`config.mk`:
```
export PLATFORM = sky130hd
export DESIGN_NAME = ldpc_bitnode_update
export DESIGN_NICKNAME = d
export VERILOG_FILES = /design/src/rtl/bnu_pkg.sv /design/src/rtl/bnu_sum_tree.sv /design/src/rtl/bnu_edge_out.sv /design/src/rtl/ldpc_bitnode_update.sv
export SDC_FILE = /design/constraint.sdc
export NUM_CORES = 1
export LEC_CHECK = 0
export CAP_MARGIN = 15
export CORE_UTILIZATION = 60
export CTS_CLUSTER_DIAMETER = 50
export DETAILED_ROUTE_END_ITERATION = 16
export GPL_TIMING_DRIVEN = 0
export PLACE_DENSITY = 0.89
export SKIP_LAST_GASP = 1
export SLEW_MARGIN = 20
export SYNTH_ARGS = -nofsm -noshare
export SYNTH_HDL_FRONTEND = slang
export SYNTH_SLANG_ARGS = --single-unit
```
`constraint.sdc`:
```
create_clock -name clk -period 2.9 [get_ports clk]
set_clock_uncertainty 0.2 [all_clocks]
set_input_delay 0.435 -clock clk [delete_from_list [all_inputs] [get_ports clk]]
set_output_delay 0.435 -clock clk [all_outputs]
set_load 0.05 [all_outputs]
```
`src/rtl/bnu_pkg.sv`:
```
package bnu_pkg;

  typedef enum logic {
    BNU_ITER = 1'b0,
    BNU_INIT = 1'b1
  } bnu_mode_e;

  // Width that holds the channel value plus all edge messages without overflow.
  function automatic int acc_width(input int msg_w, input int edges);
    return msg_w + $clog2(edges + 1);
  endfunction

endpackage

```
`src/rtl/bnu_sum_tree.sv`:
```
module bnu_sum_tree
  import bnu_pkg::*;
#(
  parameter int MSG_W     = 7,
  parameter int MAX_EDGES = 4,
  localparam int ACC_W    = acc_width(MSG_W, MAX_EDGES)
) (
  input  logic signed [MSG_W-1:0]           chan,
  input  logic [MAX_EDGES*MSG_W-1:0]        msgs_in,
  input  logic [MAX_EDGES-1:0]              enables,
  output logic signed [ACC_W-1:0]           total
);

  logic signed [ACC_W-1:0] term [MAX_EDGES];

  function automatic logic signed [ACC_W-1:0] widen(input logic signed [MSG_W-1:0] v);
    return ACC_W'(v);
  endfunction

  for (genvar e = 0; e < MAX_EDGES; e++) begin : g_term
    logic signed [MSG_W-1:0] word;
    assign word    = msgs_in[e*MSG_W +: MSG_W];
    assign term[e] = enables[e] ? widen(word) : '0;
  end

  always_comb begin
    total = widen(chan);
    for (int e = 0; e < MAX_EDGES; e++) begin
      total = total + term[e];
    end
  end

endmodule

```
`src/rtl/bnu_edge_out.sv`:
```
module bnu_edge_out
  import bnu_pkg::*;
#(
  parameter int MSG_W     = 7,
  parameter int MAX_EDGES = 4,
  localparam int ACC_W    = acc_width(MSG_W, MAX_EDGES)
) (
  input  logic signed [ACC_W-1:0] total,
  input  logic signed [MSG_W-1:0] own_msg,
  input  logic signed [MSG_W-1:0] chan,
  input  bnu_mode_e               mode,
  input  logic                    enable,
  output logic signed [MSG_W-1:0] msg_out,
  output logic                    sat_hit
);

  localparam logic signed [ACC_W-1:0] MSG_HI = ACC_W'((1 <<< (MSG_W - 1)) - 1);
  localparam logic signed [ACC_W-1:0] MSG_LO = -ACC_W'(1 <<< (MSG_W - 1));

  function automatic logic signed [MSG_W-1:0] clip(input logic signed [ACC_W-1:0] v);
    if (v > MSG_HI)      return MSG_HI[MSG_W-1:0];
    else if (v < MSG_LO) return MSG_LO[MSG_W-1:0];
    else                 return v[MSG_W-1:0];
  endfunction

  logic signed [ACC_W-1:0] extrinsic;

  assign extrinsic = total - ACC_W'(own_msg);
  assign sat_hit   = enable && (mode == BNU_ITER) &&
                     ((extrinsic > MSG_HI) || (extrinsic < MSG_LO));

  always_comb begin
    if (!enable)                msg_out = '0;
    else if (mode == BNU_INIT)  msg_out = chan;
    else                        msg_out = clip(extrinsic);
  end

endmodule

```
`src/rtl/ldpc_bitnode_update.sv`:
```
module ldpc_bitnode_update
  import bnu_pkg::*;
#(
  parameter int MSG_W     = 7,
  parameter int MAX_EDGES = 4,
  localparam int ACC_W    = acc_width(MSG_W, MAX_EDGES),
  localparam int BUS_W    = MAX_EDGES * MSG_W
) (
  input  logic                 clk,
  input  logic                 rst_n,
  input  logic                 in_valid,
  input  logic                 init_mode,
  input  logic [MAX_EDGES-1:0] edge_en,
  input  logic [MSG_W-1:0]     chan_llr,
  input  logic [BUS_W-1:0]     c2v_flat,
  output logic                 out_valid,
  output logic [BUS_W-1:0]     v2c_flat,
  output logic                 hard_bit
);

  bnu_mode_e               mode;
  logic signed [ACC_W-1:0] total_sum;
  logic [BUS_W-1:0]        v2c_next;
  logic [MAX_EDGES-1:0]    sat_event;
  logic                    hard_next;

  assign mode = init_mode ? BNU_INIT : BNU_ITER;

  bnu_sum_tree #(.MSG_W(MSG_W), .MAX_EDGES(MAX_EDGES)) sum_i (
    .chan    (chan_llr),
    .msgs_in (c2v_flat),
    .enables (edge_en),
    .total   (total_sum)
  );

  for (genvar e = 0; e < MAX_EDGES; e++) begin : g_edge
    logic signed [MSG_W-1:0] res;
    bnu_edge_out #(.MSG_W(MSG_W), .MAX_EDGES(MAX_EDGES)) edge_i (
      .total   (total_sum),
      .own_msg (c2v_flat[e*MSG_W +: MSG_W]),
      .chan    (chan_llr),
      .mode    (mode),
      .enable  (edge_en[e]),
      .msg_out (res),
      .sat_hit (sat_event[e])
    );
    assign v2c_next[e*MSG_W +: MSG_W] = res;
  end

  assign hard_next = (mode == BNU_INIT) ? chan_llr[MSG_W-1] : total_sum[ACC_W-1];

  always_ff @(posedge clk or negedge rst_n) begin
    if (!rst_n) begin
      out_valid <= 1'b0;
      v2c_flat  <= '0;
      hard_bit  <= 1'b0;
    end else begin
      out_valid <= in_valid;
      if (in_valid) begin
        v2c_flat <= v2c_next;
        hard_bit <= hard_next;
      end
    end
  end

endmodule

```
==> results of run 1 <==
cells by family after synthesis:
logic type               after synthesis
flip-flops                            30
multiplexers                           1
AND/OR/NAND/NOR                      163
buffers and inverters                 94
XOR/XNOR                              37
adder cells (fa/ha/maj)               73
AO/OA/AOI/OAI                        122
per-stage QoR:
stage	setup WS (ns)	hold slack (ns)	area (µm²)	TNS (ns)	util, %
after floorplan	-2.38	-0.0606	4490	-64.35	-
after global placement	-3.35	0.266	5300	-91.41	76.7
after detailed placement	-3.49	0.276	5300	-95.81	76.7
after CTS	-2.56	0.0141	6180	-69.78	89.4
layer usage:
layer | overflow | track usage (%)
met2 | 40 | 95.3
met3 | 2 | 57.7
met4 | 25 | 81.5
met5 | 0 | 21.7
met1 | 0 | 75.1
what timing repair did:
action,in CTS
resized for setup,119
buffers inserted,33
pin swaps,63
endpoints found under the setup margin,29
==> results.py, run 1 <==
metrics = {
    "run_status": {
        "status": "aborted with a tool error",
        "stop_stage": "global routing (5_1_grt)",
        "error_line": "[ERROR GRT-0232] Routing congestion too high. Check the congestion heatmap in the GUI.",
    },
    "clocking": {
        "cts_inserted_buffers": 5,
        "cts_root_buf": "clkbuf_8",
        "htreeDepth": 2,
        "ctsHoldBuffers": 0,
        "cts_max_path_buffers": 2,
        "clock-sinks": 30,
    },
    "yosys": {
        "muxShareOfSynthArea_pct": 0.230,
        "synth_area_um2": 4360,
        "synth-xor-area-share_pct": 8.99,
        "synth_cells": 520,
        "synth.largest_area_cell": "dfrtp_1",
        "postSynth.asyncResetShare_pct": 100,
        "synth_warnings": 0,
        "yosys-top-cells-count": "82 x inv_1, 68 x nand2_1, 46 x ha_1",
        "synth_compound_area_share_pct": 21.5,
        "synth-adder-area-share_pct": 25.6,
        "synth.net_count": 636,
        "synth-edff-count": 0,
        "yosys.area_share.simple_pct": 18.4,
        "ys_types": 62,
        "synthDominantCellAreaShare_pct": 17.2,
        "synth.most_common_cell": "inv_1",
        "ys_top_cells_by_area": "dfrtp_1 17%, ha_1 13%, fa_1 12%, inv_1 7.1%, nand2_1 5.9%",
        "synth-seq-area-share_pct": 17.2,
        "synth_flop_cell": "dfrtp_1",
        "syn_avg_cell_area_um2": 8.38,
        "synth_top_family_by_area": "adder cells",
        "ys_seq_elements": 30,
    },
    "place": {
        "dpl.hpwl_um": 10400,
        "io_buffers": 69,
        "dp_cells": 685,
        "gp_congestion": 0.895,
    },
    "die": {
        "die_h_um": 87.2,
        "fp-row-count": 30,
        "initial_utilization_pct": 63.1,
        "die_width_um": 87.2,
        "io_pins": 73,
    },
    "grt": {
        "track_usage_pct": 76.4,
        "gr-total-overflow": 67,
        "grt_max_degree": 31,
    },
    "timing": {
        "worstEpCategory": "sequential cell input",
        "postGrtWorstEndpoint": "v2c_flat[3]$_DFFE_PN0P_/D",
    },
}
==> run 2: changes to the inputs <==
Settings changed: CORE_UTILIZATION 60 to 40, CTS_CLUSTER_DIAMETER 50 to unset, PLACE_DENSITY 0.89 to unset, PLACE_DENSITY_LB_ADDON set to 0.15.
==> run 2 against run 1 <==
Net effect: synthesized cell count unchanged; synthesized area unchanged; the flow now finishes, with violations (negative hold slack, negative setup slack).
==> results.py, run 2 <==
metrics = {
    "grt": {
        "track_usage_pct": 25.1,
        "grt.met3_usage_pct": 2.39,
        "grt_busiest_layer": "met2",
        "grt_pass1_vias": 4340,
        "grt_max_degree": 31,
        "grt_pass1_wl_um": 22000,
        "gr-total-overflow": 0,
        "grt_antenna_before_repair": 0,
        "use_met1_pct": 32.9,
        "met2_usage_pct": 42.9,
    },
    "timing": {
        "finalHoldViolations": 5,
        "worst_hold_slack_ns": -0.00508,
        "fmax_mhz": 184,
        "rsz0062_at_grt": "yes",
        "maxSlewHeadroom_pct": 49.0,
        "worst_slack_ns": -2.53,
        "setup_viol": 29,
        "drv_slew": 0,
        "min_period_over_period_pct": 187,
        "worst_pin_slew_ns": 0.762,
        "fin_crit_ns": 5.43,
    },
    "finish": {
        "drive_gt1_share_pct": 30.9,
        "final_common_cell": "inv_1",
        "area_growth_pct": 52.1,
        "antenna_cells": 0,
        "largest_register_ffs": 28,
        "final_cell_mix": "74 x inv_1, 61 x nand2_1, 50 x clkdlybuf4s50_1",
        "fin_cells": 787,
        "reg.largest.list": "v2c_flat (28), hard_bit (1), out_valid (1)",
        "largest-register": "v2c_flat",
        "fin_nets": 766,
    },
    "run_status": {
        "violations": "negative hold slack, negative setup slack",
        "status": "finished with violations",
    },
    "yosys": {
        "postSynth.asyncResetShare_pct": 100,
        "synth.largest_area_cell": "dfrtp_1",
        "synth_flop_cell": "dfrtp_1",
        "synth_warnings": 0,
        "synth.net_count": 636,
        "syn_avg_cell_area_um2": 8.38,
        "synth.most_common_cell": "inv_1",
        "synth-seq-area-share_pct": 17.2,
        "synth_area_um2": 4360,
        "synthDominantCellAreaShare_pct": 17.2,
        "synth_cells": 520,
        "ys_top_cells_by_area": "dfrtp_1 17%, ha_1 13%, fa_1 12%, inv_1 7.1%, nand2_1 5.9%",
        "yosys-top-cells-count": "82 x inv_1, 68 x nand2_1, 46 x ha_1",
        "ys_seq_elements": 30,
        "ys_types": 62,
        "synth-edff-count": 0,
    },
    "die": {
        "die_width_um": 106,
        "die_h_um": 106,
        "fp-row-count": 37,
        "coreArea_um2": 10500,
        "io_pins": 73,
        "die-area_um2": 11300,
        "initial_utilization_pct": 41.6,
    },
    "clocking": {
        "clock-sinks": 30,
        "clock_latency_ns": 0.29,
        "clkTransAtPathRegs_ns": 0.07,
        "ctsHoldBuffers": 0,
        "cts_inserted_buffers": 5,
        "cts_tree": "done",
        "htreeDepth": 2,
        "cts_root_buf": "clkbuf_8",
        "cts_max_path_buffers": 2,
    },
    "routing": {
        "routed_wl_um": 14700,
        "wl_per_cell_um": 18.7,
        "drtIter0Drc": 208,
        "route.detailed.drc": 0,
        "route.vias.total": 4405,
        "first_pass_iters": 5,
        "viasPerCell": 5.60,
        "ant_nets": 0,
    },
    "setup_path": {
        "r2r_cells": 2,
        "path_delay_family": "adder cells",
        "rr_startpoint": "v2c_flat[13]",
        "start_kind": "primary input",
        "worstSetupStartpoint": "edge_en[2]",
        "criticalPathCategory": "in2reg",
        "path_max_fanout": 5,
        "crit_buf_inv": 7,
        "crit_path_end_kind": "flip-flop",
        "crit_required_ns": 2.85,
        "worst_path_max_delay_cell": "or4_4",
        "crit_cells": 25,
        "slowest_delay_ns": 0.54,
        "worst_ep_arrival_time_ns": 5.38,
    },
    "place": {
        "dpl.hpwl_um": 10600,
        "gp_congestion": 0.886,
        "io_buffers": 69,
        "dp_cells": 725,
    },
    "job": {
        "maxCapViolCount": 0,
    },
    "worst_hold_path": {
        "hold_class": "in2async",
    },
}
==> run 2: cell counts after synthesis <==
No cell type changed its count.
==> run 2: final cells by class <==
| class | count | area [µm²] |
|---|---|---|
| clock buffers | 6 | 82.6 |
| well taps | 136 | 170 |
| clock inverters | 2 | 60.1 |
| flip-flops and latches | 30 | 751 |
| plain buffers | 9 | 87.6 |
| inverters | 84 | 318 |
| multi-input cells | 396 | 4030 |
| repair buffers | 124 | 1130 |
| fillers | 876 | 3840 |
==> run 2: through the flow <==
stage | TNS (ns) | utilization (%) | instance area [µm²] | setup slack [ns] | hold WS, ns
finish | -68.57 | 63.3 | 6630 | -2.53 | -0.00508
global route | -72.88 | 63.3 | 6630 | -2.66 | 0.0351
CTS | -67.30 | 59.5 | 6220 | -2.47 | 0.0152
detailed placement | -95.97 | 51.1 | 5350 | -3.54 | 0.271
global placement | -94.08 | 51.1 | 5350 | -3.43 | 0.266
floorplan | -64.35 | - | 4490 | -2.38 | -0.0606
==> run 2: logic make-up after synthesis <==
family	after synthesis	synth area share, %
compound gates	122	21.5
xor+xnor	37	8.99
fa+ha+maj	73	25.6
buf+inv	94	8.13
flops	30	17.2
mux	1	0.230
simple gates	163	18.4
==> run 2: path summary, 6_finish.rpt <==
kind | end | slack, ns
worst min register to register | hard_bit | 0.28
worst max-delay path | v2c_flat[24] | -2.53
worst max register to register | v2c_flat[13] | 1.83
max in group asynchronous | v2c_flat[27] | 2.04
worst min-delay path | v2c_flat[0] | -0.005
min in group clk | hard_bit | 0.28
==> run 2: worst reg2reg max path, cell delays in order, from the launching register on <==
cell and delay [ns]:
dfrtp_1 0.39, nor2b_1 0.13, a31o_2 0.24
==> run 2: repair_timing <==
item                       4_1_cts  5_1_grt
resized for setup              112       65
buffers inserted                44       15
setup endpoints to repair       29       29
pin swaps                       66       64
==> run 2: routing by layer <==
layer | vias up | part of all wire, %
li1 | 2055 | -
met1 | 2140 | 42
met2 | 174 | 50
met3 | 36 | 4.8
met4 | 0 | 3.3
met5 | - | 0
Power of run 2 is left out: the tool's default activity adds up to more than one toggle a clock period on the data nets, which glitch-free logic cannot reach.
